## src/rtl/uart_irq_pkg.sv

```systemverilog
package uart_irq_pkg;

    localparam int EVT_N = 14;

    localparam int B_TX_HOLD_EMPTY = 0;
    localparam int B_RX_READY      = 1;
    localparam int B_TX_LOW_WATER  = 2;
    localparam int B_TX_EMPTY      = 3;
    localparam int B_RX_HIGH_WATER = 4;
    localparam int B_RX_FULL       = 5;
    localparam int B_TX_UNDERRUN   = 6;
    localparam int B_RX_OVERRUN    = 7;
    localparam int B_PARITY_ERR    = 8;
    localparam int B_FRAMING_ERR   = 9;
    localparam int B_CTS_CHANGE    = 10;
    localparam int B_RX_IDLE       = 11;
    localparam int B_BREAK_SENT    = 12;
    localparam int B_BUS_ERR       = 13;

    localparam logic [EVT_N-1:0] RX_GROUP_MASK =
        EVT_N'((1 << B_RX_HIGH_WATER) | (1 << B_RX_FULL) | (1 << B_RX_OVERRUN) |
               (1 << B_PARITY_ERR) | (1 << B_FRAMING_ERR) | (1 << B_RX_IDLE));

    localparam logic [EVT_N-1:0] TX_GROUP_MASK =
        EVT_N'((1 << B_TX_LOW_WATER) | (1 << B_TX_EMPTY) | (1 << B_TX_UNDERRUN));

    typedef struct packed {
        logic [EVT_N-1:0] pend;
        logic [EVT_N-1:0] mask;
    } irq_state_t;

endpackage

```

## src/rtl/uart_irq_decode.sv

```systemverilog
module uart_irq_decode #(
    parameter int ADDR_W    = 8,
    parameter logic [ADDR_W-1:0] MASK_OFFS = 8'h14,
    parameter logic [ADDR_W-1:0] PEND_OFFS = 8'h18
) (
    input  logic [ADDR_W-1:0] addr,
    input  logic              we,
    output logic              sel_mask,
    output logic              sel_pend,
    output logic              wr_mask,
    output logic              wr_pend
);
    always_comb begin
        sel_mask = (addr == MASK_OFFS);
        sel_pend = (addr == PEND_OFFS);
        wr_mask  = we && sel_mask;
        wr_pend  = we && sel_pend;
    end
endmodule

```

## src/rtl/uart_irq_bank.sv

```systemverilog
module uart_irq_bank
    import uart_irq_pkg::*;
(
    input  logic             clk,
    input  logic             rst_n,
    input  logic [EVT_N-1:0] evt,
    input  logic             wr_mask,
    input  logic             wr_pend,
    input  logic [EVT_N-1:0] wval,
    output logic [EVT_N-1:0] pend_q,
    output logic [EVT_N-1:0] mask_q
);
    irq_state_t st_d, st_q;
    logic [EVT_N-1:0] clr_d;

    always_comb begin
        st_d  = st_q;
        clr_d = wr_pend ? wval : '0;
        if (wr_mask) begin
            st_d.mask = wval;
        end
        // acknowledge first, then a simultaneous event sets the bit again
        for (int i = 0; i < EVT_N; i++) begin
            st_d.pend[i] = (st_q.pend[i] && !clr_d[i]) || evt[i];
        end
    end

    always_ff @(posedge clk) begin
        if (!rst_n) begin
            st_q <= '0;
        end else begin
            st_q <= st_d;
        end
    end

    assign pend_q = st_q.pend;
    assign mask_q = st_q.mask;
endmodule

```

## src/rtl/uart_irq_combine.sv

```systemverilog
module uart_irq_combine
    import uart_irq_pkg::*;
(
    input  logic [EVT_N-1:0] pend,
    input  logic [EVT_N-1:0] mask,
    output logic             irq,
    output logic             rx_irq,
    output logic             tx_irq
);
    logic [EVT_N-1:0] live;
    logic [EVT_N-1:0] rx_live;
    logic [EVT_N-1:0] tx_live;

    genvar g;
    generate
        for (g = 0; g < EVT_N; g++) begin : g_bit
            assign live[g]    = pend[g] & mask[g];
            assign rx_live[g] = live[g] & RX_GROUP_MASK[g];
            assign tx_live[g] = live[g] & TX_GROUP_MASK[g];
        end
    endgenerate

    always_comb begin
        irq    = |live;
        rx_irq = |rx_live;
        tx_irq = |tx_live;
    end
endmodule

```

## src/rtl/uart_irq_ctrl.sv

```systemverilog
module uart_irq_ctrl
    import uart_irq_pkg::*;
#(
    parameter int ADDR_W = 8,
    parameter int DATA_W = 32,
    parameter logic [ADDR_W-1:0] MASK_OFFS = 8'h14,
    parameter logic [ADDR_W-1:0] PEND_OFFS = 8'h18
) (
    input  logic              clk,
    input  logic              rst_n,
    input  logic [EVT_N-1:0]  evt_pulse,
    input  logic [ADDR_W-1:0] reg_addr,
    input  logic              reg_we,
    input  logic [DATA_W-1:0] reg_wdata,
    output logic [DATA_W-1:0] reg_rdata,
    output logic              irq_o,
    output logic              rx_irq_o,
    output logic              tx_irq_o
);
    localparam int PAD_W = DATA_W - EVT_N;

    logic             sel_mask, sel_pend, wr_mask, wr_pend;
    logic [EVT_N-1:0] pend_q, mask_q;
    logic             unused_wdata_hi;

    assign unused_wdata_hi = ^reg_wdata[DATA_W-1:EVT_N];

    uart_irq_decode #(
        .ADDR_W   (ADDR_W),
        .MASK_OFFS(MASK_OFFS),
        .PEND_OFFS(PEND_OFFS)
    ) u_dec (
        .addr    (reg_addr),
        .we      (reg_we),
        .sel_mask(sel_mask),
        .sel_pend(sel_pend),
        .wr_mask (wr_mask),
        .wr_pend (wr_pend)
    );

    uart_irq_bank u_bank (
        .clk    (clk),
        .rst_n  (rst_n),
        .evt    (evt_pulse),
        .wr_mask(wr_mask),
        .wr_pend(wr_pend),
        .wval   (reg_wdata[EVT_N-1:0]),
        .pend_q (pend_q),
        .mask_q (mask_q)
    );

    uart_irq_combine u_comb (
        .pend  (pend_q),
        .mask  (mask_q),
        .irq   (irq_o),
        .rx_irq(rx_irq_o),
        .tx_irq(tx_irq_o)
    );

    always_comb begin
        reg_rdata = '0;
        if (sel_mask) begin
            reg_rdata = {{PAD_W{1'b0}}, mask_q};
        end else if (sel_pend) begin
            reg_rdata = {{PAD_W{1'b0}}, pend_q};
        end
    end
endmodule

```

## config.mk

```make
export PLATFORM = sky130hd
export DESIGN_NAME = uart_irq_ctrl
export DESIGN_NICKNAME = d
export VERILOG_FILES = /design/src/rtl/uart_irq_pkg.sv /design/src/rtl/uart_irq_decode.sv /design/src/rtl/uart_irq_bank.sv /design/src/rtl/uart_irq_combine.sv /design/src/rtl/uart_irq_ctrl.sv
export SDC_FILE = /design/constraint.sdc
export NUM_CORES = 1
export LEC_CHECK = 0
export ABC_AREA = 1
export BUFFER_PORTS_ARGS = -buffer_cell sky130_fd_sc_hd__buf_2
export CAP_MARGIN = 20
export CORE_MARGIN = 8
export CORE_UTILIZATION = 48
export DETAILED_ROUTE_END_ITERATION = 10
export GPL_TIMING_DRIVEN = 0
export PLACE_DENSITY = 0.86
export SLEW_MARGIN = 20
export SYNTH_ARGS = -nofsm -noshare
export SYNTH_HDL_FRONTEND = slang
export SYNTH_SLANG_ARGS = --single-unit
```

## constraint.sdc

```tcl
create_clock -name clk -period 2.6 [get_ports clk]
set_input_delay 0.52 -clock clk [delete_from_list [all_inputs] [get_ports clk]]
set_output_delay 0.52 -clock clk [all_outputs]
set_load 0.03 [all_outputs]
```

# Yosys cells after proc, flatten, opt, wreduce, memory -nomap -nowiden
# Index checks and enable logic that the tools add are counted.
[totals]
register_bits = 28
latch_bits = 0
ramBits = 0
romBits = 0
input_bits = 57
word_cells = 68
n_memories = 0
[classes]
addsub = 0
multipliers = 0
div = 0
magnitude_cmp = 0
eq_ne = 2
shift = 0
n_mux = 3
n_bitwise = 14
reduce_logical = 47
[op_table]
columns = ["operator", "count"]
rows = [
  ["2-to-1 mux 14 bit", 3],
  ["equality test 8 x 5 -> 1 bit (second input constant)", 2],
  ["logical AND 1 bit", 16],
  ["AND 1 bit", 14],
  ["zero test 1 bit", 14],
  ["logical OR 1 bit", 14],
  ["OR reduction 14 bit", 1],
  ["OR reduction 6 bit", 1],
  ["OR reduction 3 bit", 1],
]

# Longest topological paths before layout
# Gate-level depths: netlist of run 1.
[depth]
word_depth = 6
depth_mapped = 8

# Cells and area by module
# A second synthesis of run 1 with hierarchy kept.
[unflattened]
hier_cells = 247
area_unflattened_um2 = 1672.9
[by_module_without_submodules]
columns = ["mod", "n_inst", "cells_each", "area_each_um2", "seq_area_each_um2"]
rows = [
  ["uart_irq_bank", 1, 133, 1057.3, 560.5],
  ["uart_irq_ctrl", 1, 65, 420.4, 0.0],
  ["uart_irq_combine", 1, 27, 110.1, 0.0],
  ["uart_irq_decode", 1, 22, 85.1, 0.0],
]

# Worst setup path before layout of run 1
# No wires, ideal clock.
[synth_timing]
path_type = "input to output"
start = "in reg_addr[0]"
end = "out reg_rdata[11]"
arrival_time_ps = 1783
required_time_ps = 2080
setup_slack_ps = 297
path_stages = 6
path_buffers = 1
cell_sequence = "inv_1 -> nand2_2 -> nor3_4 -> nand2_1 -> buf_2 -> o21ai_0"
[synth_via]
elab_chain_cells = 3
[synth_rtl]
columns = ["item", "line", "source"]
rows = [
  ["from (decl)", "uart_irq_ctrl.sv:12", "input logic [ADDR_W-1:0] reg_addr,"],
  ["equality test 8 x 5 -> 1 bit", "uart_irq_decode.sv:15", "sel_pend = (addr == PEND_OFFS);"],
  ["2-to-1 mux 14 bit", "uart_irq_ctrl.sv:64", "end else if (sel_pend) begin"],
  ["2-to-1 mux 14 bit (*)", "uart_irq_ctrl.sv:62", "if (sel_mask) begin"],
  ["to (decl)", "uart_irq_ctrl.sv:15", "output logic [DATA_W-1:0] reg_rdata,"],
]
# Mark *: on every way between the ends. The rest lies on a longest branch, timed or not.

# Worst setup path after layout of run 1
[layout_timing]
start = "in reg_addr[2]"
end = "out reg_rdata[6]"
# Same word-level chain as after synthesis.

==> out/metrics.csv, run 1 <==
stage,metric,value,unit
run_status,status,"finished, final reports clean",
timing,fin_setup_tns,0,ns
detailed_routing,avgRoutedWirePerCell,12.26,µm
detailed_routing,top_layer_used,met4,
timing,finalSetupViolCount,0,
timing,clock_skew,0,ns
timing,relSlewSlack,0.6229,
detailed_routing,drt_pass1_iterations,4,
timing,worstMarginPinSlew,0.5657,ns
place,port_buffers,55,
hold_path,min_from,evt_pulse[7],
global_routing,gr-total-overflow,0,
finish,multi_input_area,798.3,µm²
pwr,vdd_drop_max,0.2646,mV
synthesis,syn_inst,249,
global_routing,gr-usage-all-layers,0.1622,
synthesis,synth_area_leader_cell,dfxtp_1,
setup_path,crit_fanout,10,
global_routing,antenna_found_initial,0,
floorplan,start_util,0.4977,
synthesis,yosysTopAreaCellShare,0.3402,
timing,finalCritPeriodShare,0.9048,
floorplan,core-area,0.003311,mm²
finish,antennaDiodeCount,0,
finish,nFillCells,339,
clock_network,numCtsBuffers,3,
detailed_routing,met2_length,2.208,mm
pwr,p_leak,1.221,nW
synthesis,synth_area,0.001648,mm²
flow_run,drv_cap,0,
clock_network,cts_setup_buffers,0,
timing,finalMaxSlewViolations,0,
synthesis,synth_warnings,0,
detailed_routing,drt-vias-per-instance,4.655,
detailed_routing,vias,1727,
global_routing,grt_pass1_wl,7.134,mm
place,place_congestion,0.8802,
synthesis,synth-seq-area-share,0.3402,
clock_network,cts-resized-gates,0,
setup_path,path_buf_inv,4,
global_routing,grt_pass1_vias,1594,
finish,drive_gt1_frac,0.2831,
finish,synthToLayoutAreaGrowth,27.26,%
synthesis,synth_compound_gate_area_share,0.1048,
finish,nets,383,
synthesis,synth_xor_area_frac,0,
timing,grt_setup_unrepaired,no,
setup_path,worst_ep_arrival_time,1.83,ns
setup_path,rr_endpoint,u_bank.mask_q[9]$_SDFFE_PN0P_,
synthesis,synthMuxAreaShare,0,
synthesis,synth_fa_ha_area_frac,0,
clock_network,clockBufferDepth,2,
setup_path,worstPathCellList,buf_2 > inv_1 > nand2_1 > nor2_2 > buf_4 > nand3_1 > o21ai_0 > buf_2,
synthesis,yosys_register_bits,28,
floorplan,die_h,74.59,µm
pwr,power_density,423.6,mW/mm²
synthesis,synth-simple-area-share,0.3386,
finish,final_cell_mix,"buf_2, nand2_1, inv_1, nor2_1, dfxtp_1",
synthesis,syn_area_per_cell,6.618,µm²
clock_network,clk_latency,0.32,ns
timing,whs,0.4014,ns
clock_network,cts.sinks,28,
place,dpl.hpwl,3.552,mm
clock_network,cts_tree,built,
setup_path,reg2reg_from,u_bank.mask_q[9]$_SDFFE_PN0P_,
timing,hold_viol,0,
hold_path,hp-class,in -> reg,
floorplan,rows,21,
clock_network,clkSlewWorstSetupHoldPaths,0.16,ns
synthesis,ys_types,25,
clock_network,cts_hold_buf,0,
setup_path,end_kind,primary output,
finish,final_common_cell,buf_2,
setup_path,cpMaxStageDelayCell,nor2_2,
setup_path,max_stage_delay,0.33,ns
setup_path,crit_path_frequent_cell,buf_2,
setup_path,critPathKind,in -> out,
detailed_routing,wl_met3,436,µm
detailed_routing,drtIter0Drc,66,
clock_network,cts_max_level,1,
detailed_routing,m1WireLength,1.880,mm
setup_path,crit_path_start_kind,primary input,
synthesis,synth_top_family_by_area,simple AND/OR/NAND/NOR gates,
detailed_routing,post-route-drc-count,0,
hold_path,hold_end,u_bank.pend_q[7]$_SDFF_PN0_,
synthesis,synth_area_leaders,"dfxtp_1, nand2_1, inv_1, buf_4, nor2_1",
detailed_routing,antenna_violating_nets_post_route,0,
floorplan,dieWidth,74.59,µm
floorplan,die_area,0.005564,mm²
hold_path,hold_depth,3,
setup_path,crit_family,buffers and inverters,
global_routing,grt_max_degree,17,
floorplan,boundaryPins,92,
timing,fin_crit,2.352,ns
detailed_routing,drt_wl_total,4.547,mm
clock_network,root_buffer,clkbuf_4,
finish,ff_latch_area,560.5,µm²
setup_path,r2r_slack,1.93,ns
timing,max_freq,425.1,MHz
setup_path,reg2reg_depth,4,
setup_path,critPathRequiredTime,2.08,ns
## cells by family (layout without fill, tap and decap cells)
family                 after synthesis  in the layout
other                                1             18
DFF                                 28             28
AOI/OAI and AO/OA                   31             31
buffers and inverters               70            129
and+or+nand+nor                    119            119
## layer usage
layer,GRT usage,up-vias
met2,0.2817,67
met4,0.04565,0
met3,0.03774,2
li1,-,903
met1,0.1924,755
met5,0,-
## worst max-delay path by stage
stage / start / to / depth (start not counted) / slack, ns
CTS: reg_addr[2] / reg_rdata[6] / 8 / 0.27
finish: reg_addr[2] / reg_rdata[6] / 8 / 0.25
detailed placement: reg_addr[2] / reg_rdata[6] / 8 / 0.27
floorplan: reg_addr[0] / reg_rdata[11] / 6 / 0.30
global route: reg_addr[2] / reg_rdata[6] / 8 / 0.12
global placement: reg_addr[5] / reg_rdata[6] / 8 / 0.29
## flip-flops by register name, indices dropped and copies added, names as in the netlist
name	cells
u_bank.mask_q	14
u_bank.pend_q	14
## stage by stage
stage                     total power [mW]  area, µm²    util  worst slack (ns)  cells
final                               0.8884       2097  0.6334            0.2476    371
after global routing                0.9291       2097  0.6334            0.1250    371
after CTS                           0.8911       2097  0.6334            0.2691    371
after detailed placement            0.6104       2044  0.6175            0.2703    367
after global placement              0.6073       2044  0.6175            0.2902    367
after floorplan                     0.5623       1712       -            0.2975    266
## Yosys cell counts
cell type	number
nand2_4	1
nor2_1	29
o22ai_2	1
a21oi_1	14
inv_1	42
buf_4	19
o21ai_1	4
buf_6	2
nand4_1	14
nor2_8	1
nor3_4	1
buf_2	3
nor3_1	1
nand2_1	55
buf_1	1
dfxtp_1	28
nand3_1	12
conb_1	1
nand3_4	1
clkbuf_1	3
o22ai_1	5
a221oi_1	1
o21ai_0	6
nor2_2	1
nand2_2	3
## power breakdown
part	internal, mW	leakage [nW]	switching (mW)
logic	0.0559	0.962	0.0913
registers	0.445	0.230	0.0111
clock network	0.156	0.0279	0.129
total	0.657	1.22	0.231
## tightest hold or removal path, stage by stage
cell,delay [ns]
buf_2,0.09
inv_1,0.04
a21oi_1,0.05
## layout make-up
class | count | area share
multi-input cells | 168 | 0.3807
flip-flops and latches | 28 | 0.2673
repair buffers | 55 | 0.1313
plain buffers | 28 | 0.09308
inverters | 42 | 0.07518
well taps | 46 | 0.02745
clock inverters | 1 | 0.01432
clock buffers | 3 | 0.01074
(Power assumes the default switching activity.)
==> inputs of run 2 (changes only) <==
--- a/config.mk
+++ b/config.mk
@@ -5,14 +5,13 @@
 export SDC_FILE = /design/constraint.sdc
 export NUM_CORES = 1
 export LEC_CHECK = 0
-export ABC_AREA = 1
 export BUFFER_PORTS_ARGS = -buffer_cell sky130_fd_sc_hd__buf_2
 export CAP_MARGIN = 20
 export CORE_MARGIN = 8
-export CORE_UTILIZATION = 48
+export CORE_UTILIZATION = 46
 export DETAILED_ROUTE_END_ITERATION = 10
 export GPL_TIMING_DRIVEN = 0
-export PLACE_DENSITY = 0.86
+export PLACE_DENSITY = 0.85
 export SLEW_MARGIN = 20
 export SYNTH_ARGS = -nofsm -noshare
 export SYNTH_HDL_FRONTEND = slang
==> out/metrics.csv, run 2 <==
stage,metric,value,unit,change
clock_network,cts.sinks,28,,unchanged
global_routing,grt_max_degree,17,,unchanged
pwr,p_leak,0.9296,nW,-24%
floorplan,dieWidth,73.20,µm,-1.9%
clock_network,numCtsBuffers,3,,unchanged
timing,fin_crit,2.492,ns,+0.1401 ns
run_status,status,"finished, final reports clean",,
detailed_routing,drt_pass1_iterations,5,,+1
setup_path,crit_path_start_kind,primary input,,
setup_path,rr_endpoint,u_bank.pend_q[4]$_SDFF_PN0_,,
detailed_routing,drtIter0Drc,131,,+98%
timing,relSlewSlack,0.6610,,+0.03809
detailed_routing,drt_wl_total,4.254,mm,-6.4%
global_routing,grt_pass1_wl,6.962,mm,-2.4%
timing,clock_skew,0,ns,unchanged
synthesis,async_flop_share,0,,unchanged
finish,drive_gt1_frac,0.3244,,+0.04135
timing,fin_setup_tns,0,ns,unchanged
timing,finalSetupViolCount,0,,unchanged
timing,max_freq,401.2,MHz,-5.6%
floorplan,core-area,0.003078,mm²,-7.0%
clock_network,cts_hold_buf,0,,unchanged
detailed_routing,antenna_violating_nets_post_route,0,,unchanged
setup_path,reg2reg_depth,2,,-2
flow_run,drv_cap,0,,unchanged
setup_path,critPathKind,in -> out,,
floorplan,rows,20,,-4.8%
synthesis,synth_area,0.001505,mm²,-8.7%
clock_network,root_buffer,clkbuf_4,,
floorplan,boundaryPins,92,,unchanged
clock_network,clk_latency,0.34,ns,+0.02 ns
timing,grt_setup_unrepaired,no,,
finish,final_common_cell,buf_2,,
setup_path,crit_path_end,reg_rdata[10],,
synthesis,syn_area_per_cell,8.049,µm²,+22%
setup_path,worst_ep_arrival_time,1.97,ns,+0.14 ns
synthesis,yosys_register_bits,28,,unchanged
synthesis,synth_area_leader_cell,dfxtp_1,,
detailed_routing,drt-vias-per-instance,4.974,,+6.9%
setup_path,reg2reg_from,u_bank.pend_q[4]$_SDFF_PN0_,,
place,dpl.hpwl,3.296,mm,-7.2%
synthesis,synth_ff_type,dfxtp_1,,
setup_path,critPathRequiredTime,2.08,ns,about the same
synthesis,synth_area_leaders,"dfxtp_1, mux2i_1, a22oi_1, buf_4, nand2_1",,
clock_network,cts_tree,built,,
clock_network,clockBufferDepth,2,,unchanged
floorplan,start_util,0.4890,,-0.008708
timing,hold_viol,0,,unchanged
place,port_buffers,55,,unchanged
detailed_routing,avgRoutedWirePerCell,13.90,µm,+13%
finish,synthToLayoutAreaGrowth,30.67,%,
finish,final_cell_mix,"buf_2, nand2_1, dfxtp_1, buf_4",,
pwr,vdd_drop_max,0.2814,mV,+6.3%
synthesis,synth-seq-area-share,0.3724,,+0.03224
setup_path,crit_start,reg_addr[7],,
timing,finalMaxSlewViolations,0,,unchanged
timing,worstMarginPinSlew,0.5085,ns,-0.05714 ns
global_routing,gr-total-overflow,0,,unchanged
synthesis,ys_types,23,,-8.0%
finish,nFillCells,284,,-16%
clock_network,cts_max_level,1,,unchanged
floorplan,die_h,73.20,µm,-1.9%
floorplan,die_area,0.005358,mm²,-3.7%
finish,antennaDiodeCount,0,,unchanged
setup_path,r2r_slack,1.88,ns,-0.05 ns
timing,finalCritPeriodShare,0.9587,,+0.05390
setup_path,crit_fanout,10,,unchanged
pwr,power_density,459.6,mW/mm²,+8.5%
place,place_congestion,0.8397,,-4.6%
synthesis,synth_common_cells,"dfxtp_1, nand2_1, a22oi_1, buf_4, inv_1",,
finish,fin_util,0.6390,,+0.005615
global_routing,gr-usage-all-layers,0.1605,,-0.001702
synthesis,syn_inst,187,,-25%
synthesis,synth_warnings,0,,unchanged
synthesis,yosysTopAreaCellShare,0.3724,,+0.03224
hold_path,hp-class,in -> reg,,
synthesis,synth_edf_count,0,,unchanged
finish,nets,320,,-16%
detailed_routing,vias,1522,,-12%
global_routing,grt_pass1_vias,1538,,-3.5%
global_routing,antenna_found_initial,0,,unchanged
clock_network,clkSlewWorstSetupHoldPaths,0.16,ns,about the same
setup_path,end_kind,primary output,,
detailed_routing,post-route-drc-count,0,,unchanged
## run 2: changes by cell type after synthesis, moves of 5 or more
cell	previous run	this run
inv_1	42	15
nand2_1	55	28
a22oi_1	0	18
nor2_1	29	14
a21oi_1	14	0
a31oi_1	0	14
mux2i_1	0	14
nand4_1	14	0
nand3_1	12	1
o21ai_0	6	14
o22ai_1	5	0
## run 2: worst max-delay path, cell delays in order
cell and delay [ns]:
buf_2 0.10, or4_4 0.57, or2_1 0.30, buf_6 0.17, nor2_2 0.13, buf_4 0.17
## run 2: worst min path at each step
stage | start | end | slack, ns | cells after the start
floorplan | u_bank.mask_q[0]$_SDFFE_PN0P_ | u_bank.mask_q[0]$_SDFFE_PN0P_ | 0.45 | 2
global placement | u_bank.mask_q[6]$_SDFFE_PN0P_ | u_bank.mask_q[6]$_SDFFE_PN0P_ | 0.46 | 2
detailed placement | u_bank.mask_q[11]$_SDFFE_PN0P_ | u_bank.mask_q[11]$_SDFFE_PN0P_ | 0.47 | 2
CTS | reg_wdata[8] | u_bank.pend_q[8]$_SDFF_PN0_ | 0.35 | 2
global route | reg_wdata[10] | u_bank.pend_q[10]$_SDFF_PN0_ | 0.36 | 2
finish | reg_wdata[8] | u_bank.pend_q[8]$_SDFF_PN0_ | 0.35 | 2
## run 2: stage by stage
stage          power, mW  setup slack (ns)  cell area [µm²]  hold WS, ns  std cells
3_3_place_gp      0.6111          -0.03015             1899       0.4583        303
3_5_place_dp      0.6144          -0.07032             1899       0.4652        303
6_report          0.9039            0.1075             1967       0.3506        306
2_1_floorplan     0.5642           0.06759             1569       0.4468        204
5_1_grt           0.9342           0.03675             1967       0.3615        306
4_1_cts           0.8983          0.005985             1967       0.3544        307
## run 2: cell type report
| type | count | area [µm²] | area share |
|---|---|---|---|
| Buffer | 27 | 185.2 | 0.09415 |
| Clock buffer | 3 | 22.52 | 0.01145 |
| Clock inverter | 1 | 30.03 | 0.01527 |
| Inverter | 15 | 56.30 | 0.02863 |
| Multi-Input combinational cell | 133 | 774.5 | 0.3938 |
| Sequential cell | 28 | 560.5 | 0.2850 |
| Tap cell | 44 | 55.05 | 0.02799 |
| Timing Repair Buffer | 55 | 282.8 | 0.1438 |
## run 2: what timing repair did
item	in CTS	in global routing
endpoints found under the setup margin	7	10
resized for setup	6	1
buffers inserted	0	0
## run 2: logic make-up (layout without fill, tap and decap cells)
| kind of cell | count (synthesis) | after routing | share of synthesized area |
|---|---|---|---|
| AOI/OAI and AO/OA | 48 | 48 | 0.2078 |
| muxes | 14 | 14 | 0.09310 |
| other | 1 | 18 | 0.002491 |
| and+or+nand+nor | 53 | 53 | 0.1654 |
| buffers and inverters | 43 | 101 | 0.1588 |
| DFF | 28 | 28 | 0.3724 |
## run 2: where the power goes
part / total (mW) / switching [mW] / internal, mW
Clock: 0.295 / 0.139 / 0.156
Combinational: 0.151 / 0.0902 / 0.0607
Sequential: 0.458 / 0.0125 / 0.445
## run 2: routing by layer
| metal | global-route usage | vias to the layer above | part of all wire |
|---|---|---|---|
| li1 | - | 764 | - |
| met3 | 0.03571 | 7 | 0.074 |
| met5 | 0 | - | 0 |
| met2 | 0.2820 | 56 | 0.51 |
| met4 | 0.05111 | 0 | 0.012 |
| met1 | 0.1861 | 695 | 0.41 |
